--- src/rtl/smag_pkg.sv ---
// Shared types for the signed-magnitude adder/subtractor.
// Assumes: nothing beyond the standard language.
package smag_pkg;

    // Sequencer states: idle, adder pass, borrow correction, result ready.
    typedef enum logic [1:0] {
        ST_IDLE = 2'd0,
        ST_CALC = 2'd1,
        ST_FIX  = 2'd2,
        ST_DONE = 2'd3
    } smag_state_t;

    // Effective magnitude operation: 1 means subtract the magnitudes.
    function automatic logic eff_subtract(input logic op_sub,
                                          input logic sa,
                                          input logic sb);
        return op_sub ^ sa ^ sb;
    endfunction

endpackage

--- src/rtl/smag_ripple_adder.sv ---
// WIDTH-bit ripple-carry adder built from full-adder cells.
// Assumes: the caller supplies the possibly complemented B operand and the carry-in.
module smag_ripple_adder #(
    parameter int WIDTH = 8
) (
    input  logic [WIDTH-1:0] a_i,
    input  logic [WIDTH-1:0] b_i,
    input  logic             cin_i,
    output logic [WIDTH-1:0] sum_o,
    output logic             cout_o
);

    logic [WIDTH:0] carry;

    assign carry[0] = cin_i;

    // One full-adder cell per bit; the carries ripple upward.
    for (genvar i = 0; i < WIDTH; i++) begin : g_fa
        assign sum_o[i]   = a_i[i] ^ b_i[i] ^ carry[i];
        assign carry[i+1] = (a_i[i] & b_i[i]) | (carry[i] & (a_i[i] ^ b_i[i]));
    end

    assign cout_o = carry[WIDTH];

endmodule

--- src/rtl/smag_datapath.sv ---
// Operand and result registers, complementer and carry flip-flop.
// Assumes: at most one of load_en, calc_en and fix_en is high in a cycle.
module smag_datapath #(
    parameter int WIDTH = 8
) (
    input  logic             clk,
    input  logic             rst_n,
    input  logic             load_en,
    input  logic             calc_en,
    input  logic             fix_en,
    input  logic             done_i,
    input  logic             op_sub_i,
    input  logic             a_sign_i,
    input  logic [WIDTH-1:0] a_mag_i,
    input  logic             b_sign_i,
    input  logic [WIDTH-1:0] b_mag_i,
    output logic             eff_sub_o,
    output logic             carry_o,
    output logic             sign_o,
    output logic [WIDTH-1:0] mag_o,
    output logic             ovf_o
);
    import smag_pkg::*;

    logic [WIDTH-1:0] acc_q;
    logic [WIDTH-1:0] opb_q;
    logic             sign_q;
    logic             sub_q;
    logic             e_q;
    logic             avf_q;
    logic [WIDTH-1:0] opb_sel;
    logic [WIDTH-1:0] sum;
    logic             cout;
    logic [WIDTH-1:0] acc_neg;

    // Complementer: pass B for an add, invert B for a subtract.
    assign opb_sel = opb_q ^ {WIDTH{sub_q}};
    // Two's complement of the accumulator for the borrow correction.
    assign acc_neg = (~acc_q) + WIDTH'(1);

    smag_ripple_adder #(.WIDTH(WIDTH)) u_adder (
        .a_i    (acc_q),
        .b_i    (opb_sel),
        .cin_i  (sub_q),
        .sum_o  (sum),
        .cout_o (cout)
    );

    // Register update: load operands, take the adder result, or correct.
    always_ff @(posedge clk) begin
        if (!rst_n) begin
            acc_q  <= '0;
            opb_q  <= '0;
            sign_q <= 1'b0;
            sub_q  <= 1'b0;
            e_q    <= 1'b0;
            avf_q  <= 1'b0;
        end else if (load_en) begin
            acc_q  <= a_mag_i;
            opb_q  <= b_mag_i;
            sign_q <= a_sign_i;
            sub_q  <= eff_subtract(op_sub_i, a_sign_i, b_sign_i);
            e_q    <= 1'b0;
            avf_q  <= 1'b0;
        end else if (calc_en) begin
            acc_q <= sum;
            e_q   <= cout;
            avf_q <= sub_q ? 1'b0 : cout;
            if (sub_q && cout && (sum == '0)) begin
                sign_q <= 1'b0;
            end
        end else if (fix_en) begin
            acc_q  <= acc_neg;
            sign_q <= ~sign_q;
        end
    end

    assign eff_sub_o = sub_q;
    assign carry_o   = cout;
    assign sign_o    = sign_q;
    assign mag_o     = acc_q;
    assign ovf_o     = avf_q;

    AST_SUB_NO_OVERFLOW: assert property (@(posedge clk) disable iff (!rst_n)
        (calc_en && sub_q) |=> !avf_q);
    AST_ADD_OVF_IS_CARRY: assert property (@(posedge clk) disable iff (!rst_n)
        (calc_en && !sub_q) |=> (avf_q == e_q));
    AST_NO_NEG_ZERO: assert property (@(posedge clk) disable iff (!rst_n)
        (done_i && sub_q && (acc_q == '0)) |-> !sign_q);
    AST_OPB_HELD: assert property (@(posedge clk) disable iff (!rst_n)
        !load_en |=> $stable(opb_q));

endmodule

--- src/rtl/smag_ctrl.sv ---
// Sequencer: accepts start when idle, runs one adder pass, adds a
// correction cycle after a borrow, then pulses done for one cycle.
// Assumes: eff_sub_i and carry_i come from the datapath in the same cycle.
module smag_ctrl (
    input  logic clk,
    input  logic rst_n,
    input  logic start_i,
    input  logic eff_sub_i,
    input  logic carry_i,
    output logic load_en,
    output logic calc_en,
    output logic fix_en,
    output logic done_o
);
    import smag_pkg::*;

    smag_state_t state_q;
    smag_state_t state_d;

    // Next-state choice; start counts only in the idle state.
    always_comb begin
        state_d = state_q;
        unique case (state_q)
            ST_IDLE: if (start_i) state_d = ST_CALC;
            ST_CALC: state_d = (eff_sub_i && !carry_i) ? ST_FIX : ST_DONE;
            ST_FIX:  state_d = ST_DONE;
            ST_DONE: state_d = ST_IDLE;
            default: state_d = ST_IDLE;
        endcase
    end

    // State register with synchronous reset.
    always_ff @(posedge clk) begin
        if (!rst_n) state_q <= ST_IDLE;
        else        state_q <= state_d;
    end

    assign load_en = (state_q == ST_IDLE) && start_i;
    assign calc_en = (state_q == ST_CALC);
    assign fix_en  = (state_q == ST_FIX);
    assign done_o  = (state_q == ST_DONE);

    AST_DONE_ONE_CYCLE: assert property (@(posedge clk) disable iff (!rst_n)
        done_o |=> !done_o);
    AST_BORROW_FIX: assert property (@(posedge clk) disable iff (!rst_n)
        (calc_en && eff_sub_i && !carry_i) |=> fix_en);
    AST_NO_BORROW_DONE: assert property (@(posedge clk) disable iff (!rst_n)
        (calc_en && !(eff_sub_i && !carry_i)) |=> done_o);
    AST_BUSY_IGNORES_START: assert property (@(posedge clk) disable iff (!rst_n)
        (state_q != ST_IDLE) |=> !calc_en);

endmodule

--- src/rtl/smag_addsub.sv ---
// Top of the signed-magnitude adder/subtractor: a sequencer plus a datapath
// that share one adder.
// Assumes: operands are sampled only on the clock edge that accepts start.
module smag_addsub #(
    parameter int WIDTH = 8
) (
    input  logic             clk,
    input  logic             rst_n,
    input  logic             start_i,
    input  logic             op_sub_i,
    input  logic             a_sign_i,
    input  logic [WIDTH-1:0] a_mag_i,
    input  logic             b_sign_i,
    input  logic [WIDTH-1:0] b_mag_i,
    output logic             res_sign_o,
    output logic [WIDTH-1:0] res_mag_o,
    output logic             ovf_o,
    output logic             done_o
);

    logic load_en;
    logic calc_en;
    logic fix_en;
    logic eff_sub;
    logic carry;

    smag_ctrl u_ctrl (
        .clk       (clk),
        .rst_n     (rst_n),
        .start_i   (start_i),
        .eff_sub_i (eff_sub),
        .carry_i   (carry),
        .load_en   (load_en),
        .calc_en   (calc_en),
        .fix_en    (fix_en),
        .done_o    (done_o)
    );

    smag_datapath #(.WIDTH(WIDTH)) u_dp (
        .clk       (clk),
        .rst_n     (rst_n),
        .load_en   (load_en),
        .calc_en   (calc_en),
        .fix_en    (fix_en),
        .done_i    (done_o),
        .op_sub_i  (op_sub_i),
        .a_sign_i  (a_sign_i),
        .a_mag_i   (a_mag_i),
        .b_sign_i  (b_sign_i),
        .b_mag_i   (b_mag_i),
        .eff_sub_o (eff_sub),
        .carry_o   (carry),
        .sign_o    (res_sign_o),
        .mag_o     (res_mag_o),
        .ovf_o     (ovf_o)
    );

endmodule

--- config.mk ---
export PLATFORM = sky130hd
export DESIGN_NAME = smag_addsub
export DESIGN_NICKNAME = d
export VERILOG_FILES = /design/src/rtl/smag_pkg.sv /design/src/rtl/smag_ripple_adder.sv /design/src/rtl/smag_datapath.sv /design/src/rtl/smag_ctrl.sv /design/src/rtl/smag_addsub.sv
export SDC_FILE = /design/constraint.sdc
export NUM_CORES = 1
export LEC_CHECK = 0
export CAP_MARGIN = 30
export CORE_ASPECT_RATIO = 0.7
export CORE_UTILIZATION = 25
export DETAILED_ROUTE_END_ITERATION = 10
export GPL_TIMING_DRIVEN = 1
export HOLD_SLACK_MARGIN = 0.06
export PLACE_DENSITY_LB_ADDON = 0.05
export SYNTH_ARGS = -nofsm -noshare
export SYNTH_HDL_FRONTEND = slang
export SYNTH_SLANG_ARGS = --single-unit
--- constraint.sdc ---
create_clock -name clk -period 5 [get_ports clk]
set_clock_uncertainty 0.05 [all_clocks]
set_input_delay 1 -clock clk [delete_from_list [all_inputs] [get_ports clk]]
set_output_delay 1 -clock clk [all_outputs]
set_load 0.1 [all_outputs]
== Yosys cells after proc, flatten, opt, wreduce, memory -nomap -nowiden ==
Cells that the tools add are included.
Widths: inputs -> output; s select.

* Register bits: 21
* Input port bits: 22
* Output and inout port bits: 11
* Word-level logic and storage cells: 79

* Reductions and logical operators: 10
* Bitwise operators: 46
* Mux-type cells: 11
* $add $sub $neg: 1
* Eq/ne operators: 5

{| class="wikitable"
|+ Operators with widths
! cell !! count
|-
| $mux 8 || 3
|-
| $xor 1x1->1 || 18
|-
| $and 1x1->1 || 16
|-
| $add 8x1->8 const B || 1
|-
| $logic_not 8->1 || 1
|-
| $not 8->8 || 1
|-
| $or 1x1->1 || 8
|-
| $pmux 2 s4 || 1
|-
| $xor 8x8->8 || 1
|-
| $mux 1 || 6
|-
| $eq 2x2->1 const B || 2
|-
| $logic_and 1x1->1 || 4
|-
| $ne 3x2->1 const B || 1
|-
| $reduce_bool 3->1 || 1
|-
| $eq 2x1->1 const B || 1
|-
| $logic_not 2->1 || 1
|-
| $mux 2 || 1
|-
| $ne 2x2->1 const B || 1
|-
| $not 1->1 || 2
|-
| $reduce_and 2->1 || 1
|-
| $reduce_or 2->1 || 1
|-
| $logic_not 1->1 || 1
|}

== Longest topological paths before layout ==
Gate-level depths: netlist of run 1.

* Depth after elaboration: 23
* Depth in mapped cells: 15
* Mapped depth without buffers: 14

== Cells and area by module ==
A second synthesis of run 1 with hierarchy kept.

* Cells, all modules: 170
* Area total of the unflattened synthesis: 1560.2 sq um

{| class="wikitable"
|+ By module, submodules not included
! module !! instances !! cells an instance !! sequential area each (sq um) !! area an instance (sq um)
|-
| smag_datapath || 1 || 133 || 380.4 || 1172.4
|-
| smag_ripple_adder || 1 || 18 || 0.0 || 197.7
|-
| smag_ctrl || 1 || 19 || 40.0 || 190.2
|}

== Worst setup path before layout of run 1 ==
No wires, ideal clock.

* Kind: register -> register
* Start: register u_dp.acc_q[1] (netlist: u_dp.mag_o[1])
* End: register u_dp.sign_q (netlist: u_dp.sign_o)
* Library setup time: 0.091 ns
* Period minus slack after synthesis: 4.800 ns
* Data required time: 4.859 ns
* Path buffers: 0
* Stages on the path, launching flop included: 15
* Setup slack: 0.200 ns
* Arrival time: 4.659 ns
* Cells stage by stage: dfxtp_1 > inv_1 > fa_1 > fa_1 > fa_1 > inv_1 > fa_1 > inv_1 > fa_1 > fa_1 > fa_1 > nand3_1 > o41ai_2 > a21oi_1 > a311oi_1

* Longest elaborated chain between the ends: 19
* Elaborated cells on any way between the ends: 28
* Classes of those cells: eq/ne (1); bitwise (23); reduce/logical (4)

{| class="wikitable"
|+ RTL lines
! what !! line !! text
|-
| start: declaration || smag_datapath.sv:25 || <nowiki>logic [WIDTH-1:0] acc_q;</nowiki>
|-
| start signal: assignment || smag_datapath.sv:59 || <nowiki>acc_q <= a_mag_i;</nowiki>
|-
| start signal: assignment || smag_datapath.sv:66 || <nowiki>acc_q <= sum;</nowiki>
|-
| start signal: assignment || smag_datapath.sv:73 || <nowiki>acc_q <= acc_neg;</nowiki>
|-
| $xor 1x1->1 || smag_ripple_adder.sv:19, smag_ripple_adder.sv:20 ||
|-
| $and 1x1->1 || smag_ripple_adder.sv:20 || <nowiki>assign carry[i+1] = (a_i[i] & b_i[i]) | (carry[i] & (a_i[i] ^ b_i[i]));</nowiki>
|-
| $or 1x1->1 || smag_ripple_adder.sv:20 ||
|-
| $and 1x1->1 || smag_ripple_adder.sv:20 ||
|-
| $or 1x1->1 || smag_ripple_adder.sv:20 ||
|-
| $and 1x1->1 || smag_ripple_adder.sv:20 ||
|-
| $or 1x1->1 || smag_ripple_adder.sv:20 ||
|-
| $and 1x1->1 || smag_ripple_adder.sv:20 ||
|-
| [3 not listed] || -- ||
|-
| $and 1x1->1 || smag_ripple_adder.sv:20 ||
|-
| $or 1x1->1 || smag_ripple_adder.sv:20 ||
|-
| $and 1x1->1 || smag_ripple_adder.sv:20 ||
|-
| $or 1x1->1 || smag_ripple_adder.sv:20 ||
|-
| $logic_and 1x1->1 || smag_datapath.sv:69 || <nowiki>if (sub_q && cout && (sum == '0)) begin</nowiki>
|-
| $logic_and 1x1->1 (*) || smag_datapath.sv:69 ||
|-
| $ne 3x2->1 (no source line) (*) || -- ||
|-
| $reduce_and 2->1 (no source line) (*) || -- ||
|-
| end signal: assignment || smag_datapath.sv:61 || <nowiki>sign_q <= a_sign_i;</nowiki>
|-
| end signal: assignment || smag_datapath.sv:74 || <nowiki>sign_q <= ~sign_q;</nowiki>
|-
| end: declaration || smag_datapath.sv:27 || <nowiki>logic sign_q;</nowiki>
|}

Every way passes the cells marked *; elsewhere a longest branch is shown, timed or not.
A chain may end at the register's enable or synchronous reset.

== Worst setup path in the final report of run 1 ==
* Start: register u_dp.acc_q[0] (netlist: u_dp.mag_o[0])
* End: register u_dp.sign_q (netlist: u_dp.sign_o)

* Longest elaborated chain between the ends: 21
* Elaborated cells on any way between the ends: 31
* Classes of those cells: eq/ne (1); bitwise (26); reduce/logical (4)

{| class="wikitable"
|+ RTL lines
! what !! line
|-
| $xor 1x1->1 || smag_ripple_adder.sv:19, smag_ripple_adder.sv:20
|-
| $and 1x1->1 || smag_ripple_adder.sv:20
|-
| $or 1x1->1 || smag_ripple_adder.sv:20
|-
| $and 1x1->1 || smag_ripple_adder.sv:20
|-
| $or 1x1->1 || smag_ripple_adder.sv:20
|-
| $and 1x1->1 || smag_ripple_adder.sv:20
|-
| $or 1x1->1 || smag_ripple_adder.sv:20
|-
| $and 1x1->1 || smag_ripple_adder.sv:20
|-
| [5 not listed] || --
|-
| $and 1x1->1 || smag_ripple_adder.sv:20
|-
| $or 1x1->1 || smag_ripple_adder.sv:20
|-
| $and 1x1->1 || smag_ripple_adder.sv:20
|-
| $or 1x1->1 || smag_ripple_adder.sv:20
|-
| $logic_and 1x1->1 || smag_datapath.sv:69
|-
| $logic_and 1x1->1 (*) || smag_datapath.sv:69
|-
| $ne 3x2->1 (no source line) (*) || --
|-
| $reduce_and 2->1 (no source line) (*) || --
|}

Marked as above.

==> flow_summary.yaml, run 1 <==
clock_network:
  cts_made_buffers: 3
  clkSinkCount: 21
  clock_path_buffers: 2
  cts_setup_buffers: 0
  postCtsHoldBufs: 0
  path_clk_slew_ns: 0.08
  cts_tree: "yes"
  htreeDepth: 1
  cts-root-buf: "clkbuf_8"
  cts_resized: 0
  clkLatencyLatePin_ns: 0.27
worst_setup_path:
  cp_common_cell: "fa_1"
  critical_path.startpoint: "u_dp.mag_o[0]"
  required_ns: 5.13
  critical_path_class: "flop to flop"
  critPathTopFamily: "adder cells"
  arrival_ns: 4.40
  cpPeakStageDelay_ns: 0.45
  path_max_fanout: 6
  setup.reg_to_reg.worst_slack_ns: 0.72
  reg2reg_depth: 14
  reg2reg_from: "u_dp.mag_o[0]"
  cp_slowest_cell: "dfxtp_1"
  crit_chain: "mux2i_1, fa_1, fa_1, fa_1, inv_1, fa_1, inv_1, fa_1, fa_1, fa_1, nand4bb_1, o41ai_2, a21oi_1, a311oi_1"
  critPathLaunchType: "flop"
  r2r-end: "u_dp.sign_o"
  cp-end-kind: "flop"
  crit_path_end: "u_dp.sign_o"
  crit_buf_inv: 2
  crit_cells: 14
sta:
  tns_ns: 0
  finalSetupViolations: 0
  fin_hold_ws_ns: 0.425
  worst_slew_pin_slew_ns: 0.972
  fin_ws_ns: 0.723
  relSlewSlack_pct: 35.0
  max_freq_mhz: 234
  hold_viol: 0
  fin_crit_sh_pct: 85.5
  slew_viol_final: 0
  layout_min_cycle_time_ns: 4.28
  rsz0062_at_grt: "false"
worst_hold_path:
  hold_path.class: "flop to flop"
  hold_path_depth: 2
  hp-start: "u_dp.opb_q[5]"
synth:
  netlist_area_um2: 1430
  synthAdderAreaFrac_pct: 14.2
  synth_top_family_by_area: "simple AND/OR/NAND/NOR gates"
  synth_seq_cells: 21
  synth_cell_types: 38
  synth-main-ff-cell: "dfxtp_1"
  synthMuxAreaShare_pct: 2.80
  syn_nets: 208
  synth-edff-count: 0
  ys_seq_area_share_pct: 29.4
  synth_compound_area_share_pct: 19.3
  syn_avg_cell_area_um2: 8.21
  yosys_warnings: 0
  synthArstFlopShare_pct: 0
  netlist_instances: 174
  synthXorXnorAreaFrac_pct: 6.74
  synthSimpleGateAreaFrac_pct: 20.8
global_route:
  grt_pass1_vias: 1254
  grt_pass1_wl_um: 6400
  grt_max_degree: 26
  grt_remaining_overflow: 0
  grt_usage_pct: 13.7
  antenna_found_initial: 0
layout:
  fin_cells: 273
  final_util_pct: 34.5
  nets: 236
  diodes: 0
  final_common_cell: "clkdlybuf4s50_1"
  layout-drive-gt1-share_pct: 3.98
  syn_to_final_growth_pct: 29.4
  n_fill_cell: 568
  layout_common_cells: "clkdlybuf4s50_1 (32), nand2_1 (25), dfxtp_1 (21)"
  final_design_area_no_fill_um2: 1850
routing:
  detail-route-antenna-nets: 0
  via_count: 1282
  dr.pass1.iters: 4
  vias_per_cell: 4.70
  drt-total-wl_um: 3820
  wl_per_cell_um: 14.0
  drt_iter0_drc: 73
  drc_errors: 0
floorplan:
  num_io_pins: 33
  dieArea_um2: 6030
  num_rows: 22
  coreArea_um2: 5370
  initial_utilization_pct: 26.6
  fp.dieW_um: 92.4
  dieHeight_um: 65.3
placed_design:
  place_congestion: 0.719
  placedCellCount: 269
  dp_slack_ns: 0.732
  hpwlAfterDp_um: 2800
  io_buffers: 32
  place_area_um2: 1800
pwr:
  power_mw: 1.30
  power_density_nw_per_um2: 702
  ir_drop_uv: 252
  p_leak_nw: 0.642
job:
  maxCapViolCount: 0
status:
  outcome: "completed"
## synthesized netlist by cell type (2+ instances only)
master / n / share of area (%)
o41ai_1: 2 / 1.2
dfxtp_1: 21 / 29
nand3_1: 4 / 1.4
mux2i_1: 4 / 2.8
xor2_1: 2 / 1.2
xnor2_1: 9 / 5.5
fa_1: 7 / 9.8
buf_2: 5 / 1.8
o31ai_1: 3 / 1.6
clkbuf_1: 4 / 1.1
a311oi_1: 2 / 1.2
nor2b_1: 2 / 0.88
ha_1: 5 / 4.4
inv_1: 14 / 3.7
a31oi_1: 5 / 2.2
o21ai_0: 6 / 2.1
nand2b_1: 5 / 2.2
a211oi_1: 3 / 1.6
a21oi_1: 15 / 5.3
nor3_1: 7 / 2.5
nand2_1: 25 / 6.6
nor2_1: 8 / 2.1
## worst register-to-register path, cell delays in order (launching register included)
cell and delay, ns:
dfxtp_1 0.45, mux2i_1 0.14, fa_1 0.39, fa_1 0.38, fa_1 0.36, inv_1 0.07
fa_1 0.15, inv_1 0.05, fa_1 0.38, fa_1 0.39, fa_1 0.42, nand4bb_1 0.21
o41ai_2 0.39, a21oi_1 0.12, a311oi_1 0.24
## state kept, by name (all words and copies together), names as in the netlist
name	count
u_dp.mag_o	8
u_ctrl.state_q	2
u_dp.ovf_o	1
u_dp.opb_q	8
u_dp.eff_sub_o	1
u_dp.sign_o	1
## worst min-delay path by stage
| stage | end | slack, ns |
|---|---|---|
| finish | u_dp.opb_q[5] | 0.42 |
| global route | u_dp.opb_q[4] | 0.44 |
| global placement | u_dp.opb_q[4] | 0.41 |
| detailed placement | u_dp.opb_q[4] | 0.41 |
| CTS | u_dp.opb_q[4] | 0.43 |
| floorplan | u_dp.opb_q[4] | 0.40 |
## layout make-up
type                       instances  area, um2  share of cell area (%)
clock inverter                     1       5.00                   0.271
tap                               72       90.1                    4.87
inverter                          14       52.6                    2.84
timing repair buffer              33        328                    17.7
clock buffer                       3       41.3                    2.23
sequential                        21        420                    22.7
multi-input combinational        129        912                    49.3
## layer usage
layer | vias up | wire [um] | track usage (%)
li1 | 655 | - | -
met1 | 597 | 1990 | 19.1
met2 | 26 | 1620 | 21.7
met3 | 4 | 169 | 3.01
met4 | 0 | 36 | 2.93
met5 | - | 0 | 0
## report_power, final
| group | total (mW) | internal (mW) | leakage [nW] | switching, mW |
|---|---|---|---|---|
| registers | 0.285 | 0.218 | 0.173 | 0.0665 |
| clock network | 0.117 | 0.0557 | 0.0255 | 0.0613 |
| logic | 0.897 | 0.315 | 0.444 | 0.582 |
| total | 1.30 | 0.589 | 0.642 | 0.709 |
## cells by family (layout without fill, tap and decap cells)
| kind of cell | Yosys count | after routing |
|---|---|---|
| simple gates | 60 | 60 |
| buf+inv | 24 | 51 |
| fa+ha+maj | 12 | 12 |
| mux | 4 | 4 |
| flops | 21 | 21 |
| compound gates | 42 | 42 |
| xor+xnor | 11 | 11 |
(Power assumes the default switching activity.)
==> run 2: changes to the inputs <==
DONT_BUFFER_PORTS = 1   (was not set)
==> flow_summary.yaml, run 2 (synthesized netlist as in run 1, its figures left out) <==
pwr:
  seq_power_share_pct: 21.3
  p_leak_nw: 0.567
  switchingPower_mw: 0.719
  ir_drop_uv: 297
  p_int_mw: 0.571
  p_sw_share_pct: 55.7
  power_density_nw_per_um2: 802
  pwr-share-comb_pct: 69.4
  clockPowerShare_pct: 9.3
worst_setup_path:
  critPathLaunchType: "flop"
  critical_path_class: "flop to flop"
  arrival_ns: 4.34
  required_ns: 5.13
  path_max_fanout: 4
  cp-end-kind: "flop"
sta:
  tns_ns: 0
  slew_viol_final: 0
  finalSetupViolations: 0
  rsz0062_at_grt: "false"
  max_freq_mhz: 238
  layout_min_cycle_time_ns: 4.21
  worst_slew_pin_slew_ns: 1.02
  hold_viol: 0
  fin_crit_sh_pct: 84.2
  relSlewSlack_pct: 32.2
global_route:
  grt_remaining_overflow: 0
  grt_pass1_wl_um: 6280
  antenna_found_initial: 0
  grt_pass1_vias: 1219
  grt_usage_pct: 13.7
  grt_max_degree: 26
placed_design:
  hpwlAfterDp_um: 3020
  place_congestion: 0.751
  io_buffers: 0
routing:
  vias_per_cell: 4.90
  via_count: 1221
  drt-total-wl_um: 4000
  detail-route-antenna-nets: 0
  dr.pass1.iters: 4
  drc_errors: 0
  drt_iter0_drc: 45
  wl_per_cell_um: 16.1
job:
  maxCapViolCount: 0
layout:
  final_util_pct: 30.0
  diodes: 0
  final_common_cell: "nand2_1"
  nets: 212
  syn_to_final_growth_pct: 12.5
  layout-drive-gt1-share_pct: 8.47
  layout_common_cells: "nand2_1 (25), dfxtp_1 (21), a21oi_1 (15)"
clock_network:
  cts_made_buffers: 3
  postCtsHoldBufs: 0
  cts_setup_buffers: 0
  clkLatencyLatePin_ns: 0.27
  clkSinkCount: 21
  cts-root-buf: "clkbuf_8"
  cts_tree: "yes"
  path_clk_slew_ns: 0.09
  clock_path_buffers: 2
  htreeDepth: 1
  cts_resized: 0
floorplan:
  coreArea_um2: 5370
  initial_utilization_pct: 26.6
  num_io_pins: 33
  fp.dieW_um: 92.4
  dieHeight_um: 65.3
  dieArea_um2: 6030
  num_rows: 22
worst_hold_path:
  hold_path.class: "flop to flop"
status:
  outcome: "completed"
## run 2: power by group through the flow
stage                     Combinational [mW]  Clock (mW)  Sequential [mW]
after global routing                   0.976       0.133            0.280
after global placement                 0.871           0            0.294
after detailed placement               0.867           0            0.296
after CTS                              0.873       0.125            0.293
after floorplan                        0.499           0            0.477
final                                  0.895       0.120            0.275
## run 2: area by class of cell
type / count / area, um2
clock buffers: 4 / 45.0
fillers: 570 / 3760
inverters: 14 / 52.6
multi-input cells: 129 / 912
flip-flops and latches: 21 / 420
well taps: 72 / 90.1
repair buffers: 9 / 87.6
## run 2: worst max-delay path, cell delays in order (launching register included)
cell,delay (ns)
dfxtp_1,0.41
mux2i_1,0.11
fa_1,0.38
fa_1,0.38
fa_1,0.37
inv_1,0.07
fa_1,0.15
inv_1,0.05
fa_1,0.37
fa_1,0.39
fa_1,0.42
nand4bb_1,0.22
o41ai_2,0.38
a21oi_1,0.12
a311oi_1,0.26
## run 2: stage by stage
stage	area (um2)	setup slack [ns]	hold slack, ns	instances	power [mW]
6_report	1610	0.790	0.423	249	1.29
5_1_grt	1610	0.534	0.438	249	1.39
4_1_cts	1580	0.732	0.427	248	1.29
3_5_place_dp	1540	0.729	0.414	244	1.16
3_3_place_gp	1540	0.890	0.414	244	1.17
2_1_floorplan	1430	0.200	0.398	174	0.975
## run 2: worst paths after layout
kind                                    start             to  slack [ns]  cells past startpoint
worst min register to register  u_dp.opb_q[4]  u_dp.opb_q[4]        0.42                      2
worst min-delay path            u_dp.opb_q[4]  u_dp.opb_q[4]        0.42                      2
worst max-delay path            u_dp.opb_q[0]    u_dp.sign_o        0.79                     14
worst max register to register  u_dp.opb_q[0]    u_dp.sign_o        0.79                     14
## run 2: routing by layer
metal | track usage [%] | share of wire [%] | vias to the layer above
met5 | 0 | 0 | -
met4 | 2.93 | 0.78 | 0
met3 | 4.17 | 5.6 | 5
met2 | 21.3 | 43 | 33
met1 | 18.6 | 50 | 578
li1 | - | - | 605
==> run 3: changes to the inputs <==
clock period = 4.1 ns   (was 5 ns; I/O delays follow)
==> flow_summary.yaml, run 3 (synthesized netlist as in run 1, its figures left out) <==
pwr:
  p_int_mw: 0.714
  p_leak_nw: 0.575
  pwr-share-comb_pct: 69.4
  seq_power_share_pct: 21.5
  switchingPower_mw: 0.886
  ir_drop_uv: 375
  power_density_nw_per_um2: 976
  clockPowerShare_pct: 9.1
  p_sw_share_pct: 55.4
worst_setup_path:
  reg2reg_depth: 14
  path_max_fanout: 3
  critical_path_class: "flop to flop"
  cp-end-kind: "flop"
  required_ns: 4.22
  cp_common_cell: "fa_2"
  arrival_ns: 4.15
  cpPeakStageDelay_ns: 0.54
  crit_chain: "xnor2_2, fa_2, fa_2, fa_2, inv_1, fa_2, inv_1, fa_2, fa_2, fa_2, nand3_1, o41ai_2, a21oi_1, a311oi_1"
  cp_slowest_cell: "fa_2"
  critPathLaunchType: "flop"
sta:
  hold_viol: 0
  worst_slew_pin_slew_ns: 1.02
  rsz0062_at_grt: "true"
  slew_viol_final: 0
  fin_ws_ns: 0.0735
  max_freq_mhz: 248
  fin_hold_ws_ns: 0.425
  finalSetupViolations: 0
  relSlewSlack_pct: 31.8
  layout_min_cycle_time_ns: 4.03
  fin_crit_sh_pct: 98.2
worst_hold_path:
  hold_path.class: "flop to flop"
  hold_path_depth: 2
layout:
  layout-drive-gt1-share_pct: 17.3
  syn_to_final_growth_pct: 14.7
  final_common_cell: "nand2_1"
  n_fill_cell: 580
  diodes: 0
  nets: 214
  fin_cells: 251
  layout_common_cells: "nand2_1 (25), dfxtp_1 (16), a21oi_1 (15)"
  final_util_pct: 30.5
  final_design_area_no_fill_um2: 1640
global_route:
  grt_usage_pct: 14.0
  grt_pass1_wl_um: 6500
  grt_remaining_overflow: 0
  grt_max_degree: 26
  use_met2_pct: 23.0
  antenna_found_initial: 0
  grt_pass1_vias: 1266
  met3_usage_pct: 4.17
  grt_busiest_layer: "met2"
  use_met1_pct: 18.4
floorplan:
  dieArea_um2: 6030
  fp.dieW_um: 92.4
  coreArea_um2: 5370
  num_io_pins: 33
  dieHeight_um: 65.3
  initial_utilization_pct: 26.6
  num_rows: 22
routing:
  wl_per_cell_um: 16.0
  dr.pass1.iters: 4
  drt_iter0_drc: 74
  vias_per_cell: 4.97
  drt-total-wl_um: 4020
  via_count: 1248
  detail-route-antenna-nets: 0
  drc_errors: 0
status:
  outcome: "completed"
clock_network:
  cts_tree: "yes"
  path_clk_slew_ns: 0.09
  clkLatencyLatePin_ns: 0.26
  clkSinkCount: 21
  clock_path_buffers: 2
  htreeDepth: 1
  cts-root-buf: "clkbuf_8"
  cts_made_buffers: 3
placed_design:
  hpwlAfterDp_um: 2980
  io_buffers: 0
  place_area_um2: 1560
  dp_slack_ns: 0.0634
  place_congestion: 0.769
  placedCellCount: 246
job:
  maxCapViolCount: 0
## run 3: cell types whose count changed in the layout (fill, tap and decap cells not counted)
| cell | delta |
|---|---|
| xnor2_2 | +1 |
| fa_2 | +7 |
| buf_4 | +3 |
| inv_1 | -1 |
| dfxtp_1 | -5 |
| xnor2_1 | -1 |
| dfxtp_4 | +2 |
| buf_16 | -1 |
| fa_1 | -7 |
| inv_2 | +1 |
| dfxtp_2 | +3 |
## run 3: final timing paths
path                  start             to  slack (ns)
max          u_dp.eff_sub_o    u_dp.sign_o        0.07
min           u_dp.opb_q[7]  u_dp.opb_q[7]        0.43
max reg2reg  u_dp.eff_sub_o    u_dp.sign_o        0.07
min reg2reg   u_dp.opb_q[7]  u_dp.opb_q[7]        0.43
## run 3: through the flow
step,total power [mW],setup TNS [ns]
global placement,1.44,0
global route,1.73,-0.0972
CTS,1.59,0
floorplan,1.20,0
finish,1.60,0
detailed placement,1.43,0
## run 3: layer usage
metal | part of all wire, % | up-vias
met5 | 0 | -
met4 | 0.55 | 0
met3 | 6.9 | 2
met2 | 43 | 34
met1 | 49 | 600
li1 | - | 612
## run 3: cell type report
| type | instances | area [um2] | share of cell area, % |
|---|---|---|---|
| timing repair buffer | 11 | 82.6 | 5.04 |
| multi-input combinational | 129 | 937 | 57.2 |
| inverter | 14 | 52.6 | 3.21 |
| tap | 72 | 90.1 | 5.50 |
| sequential | 21 | 432 | 26.3 |
| clock buffer | 4 | 45.0 | 2.75 |
## run 3: timing repair
item                       4_1_cts  5_1_grt
buffers inserted                 0        1
setup endpoints to repair        0        2
gates resized for setup          0        8
hold buffers                     0        0
## run 3: worst max-delay path: cells and delay by family, from the launching register on
family | cells | cell delay [ns]
AOI/OAI and AO/OA | 3 | 0.74
xor gates and xnor gates | 1 | 0.14
adders and majority gates | 7 | 2.47
buffers and inverters | 2 | 0.12
DFF | 1 | 0.35
and+or+nand+nor | 1 | 0.08
## run 3: power groups by stage
stage	Combinational, mW	Clock [mW]	Sequential (mW)
after floorplan	0.611	0	0.589
after global placement	1.09	0	0.347
after detailed placement	1.09	0	0.348
after CTS	1.09	0.152	0.343
after global routing	1.22	0.157	0.353
final	1.11	0.146	0.344
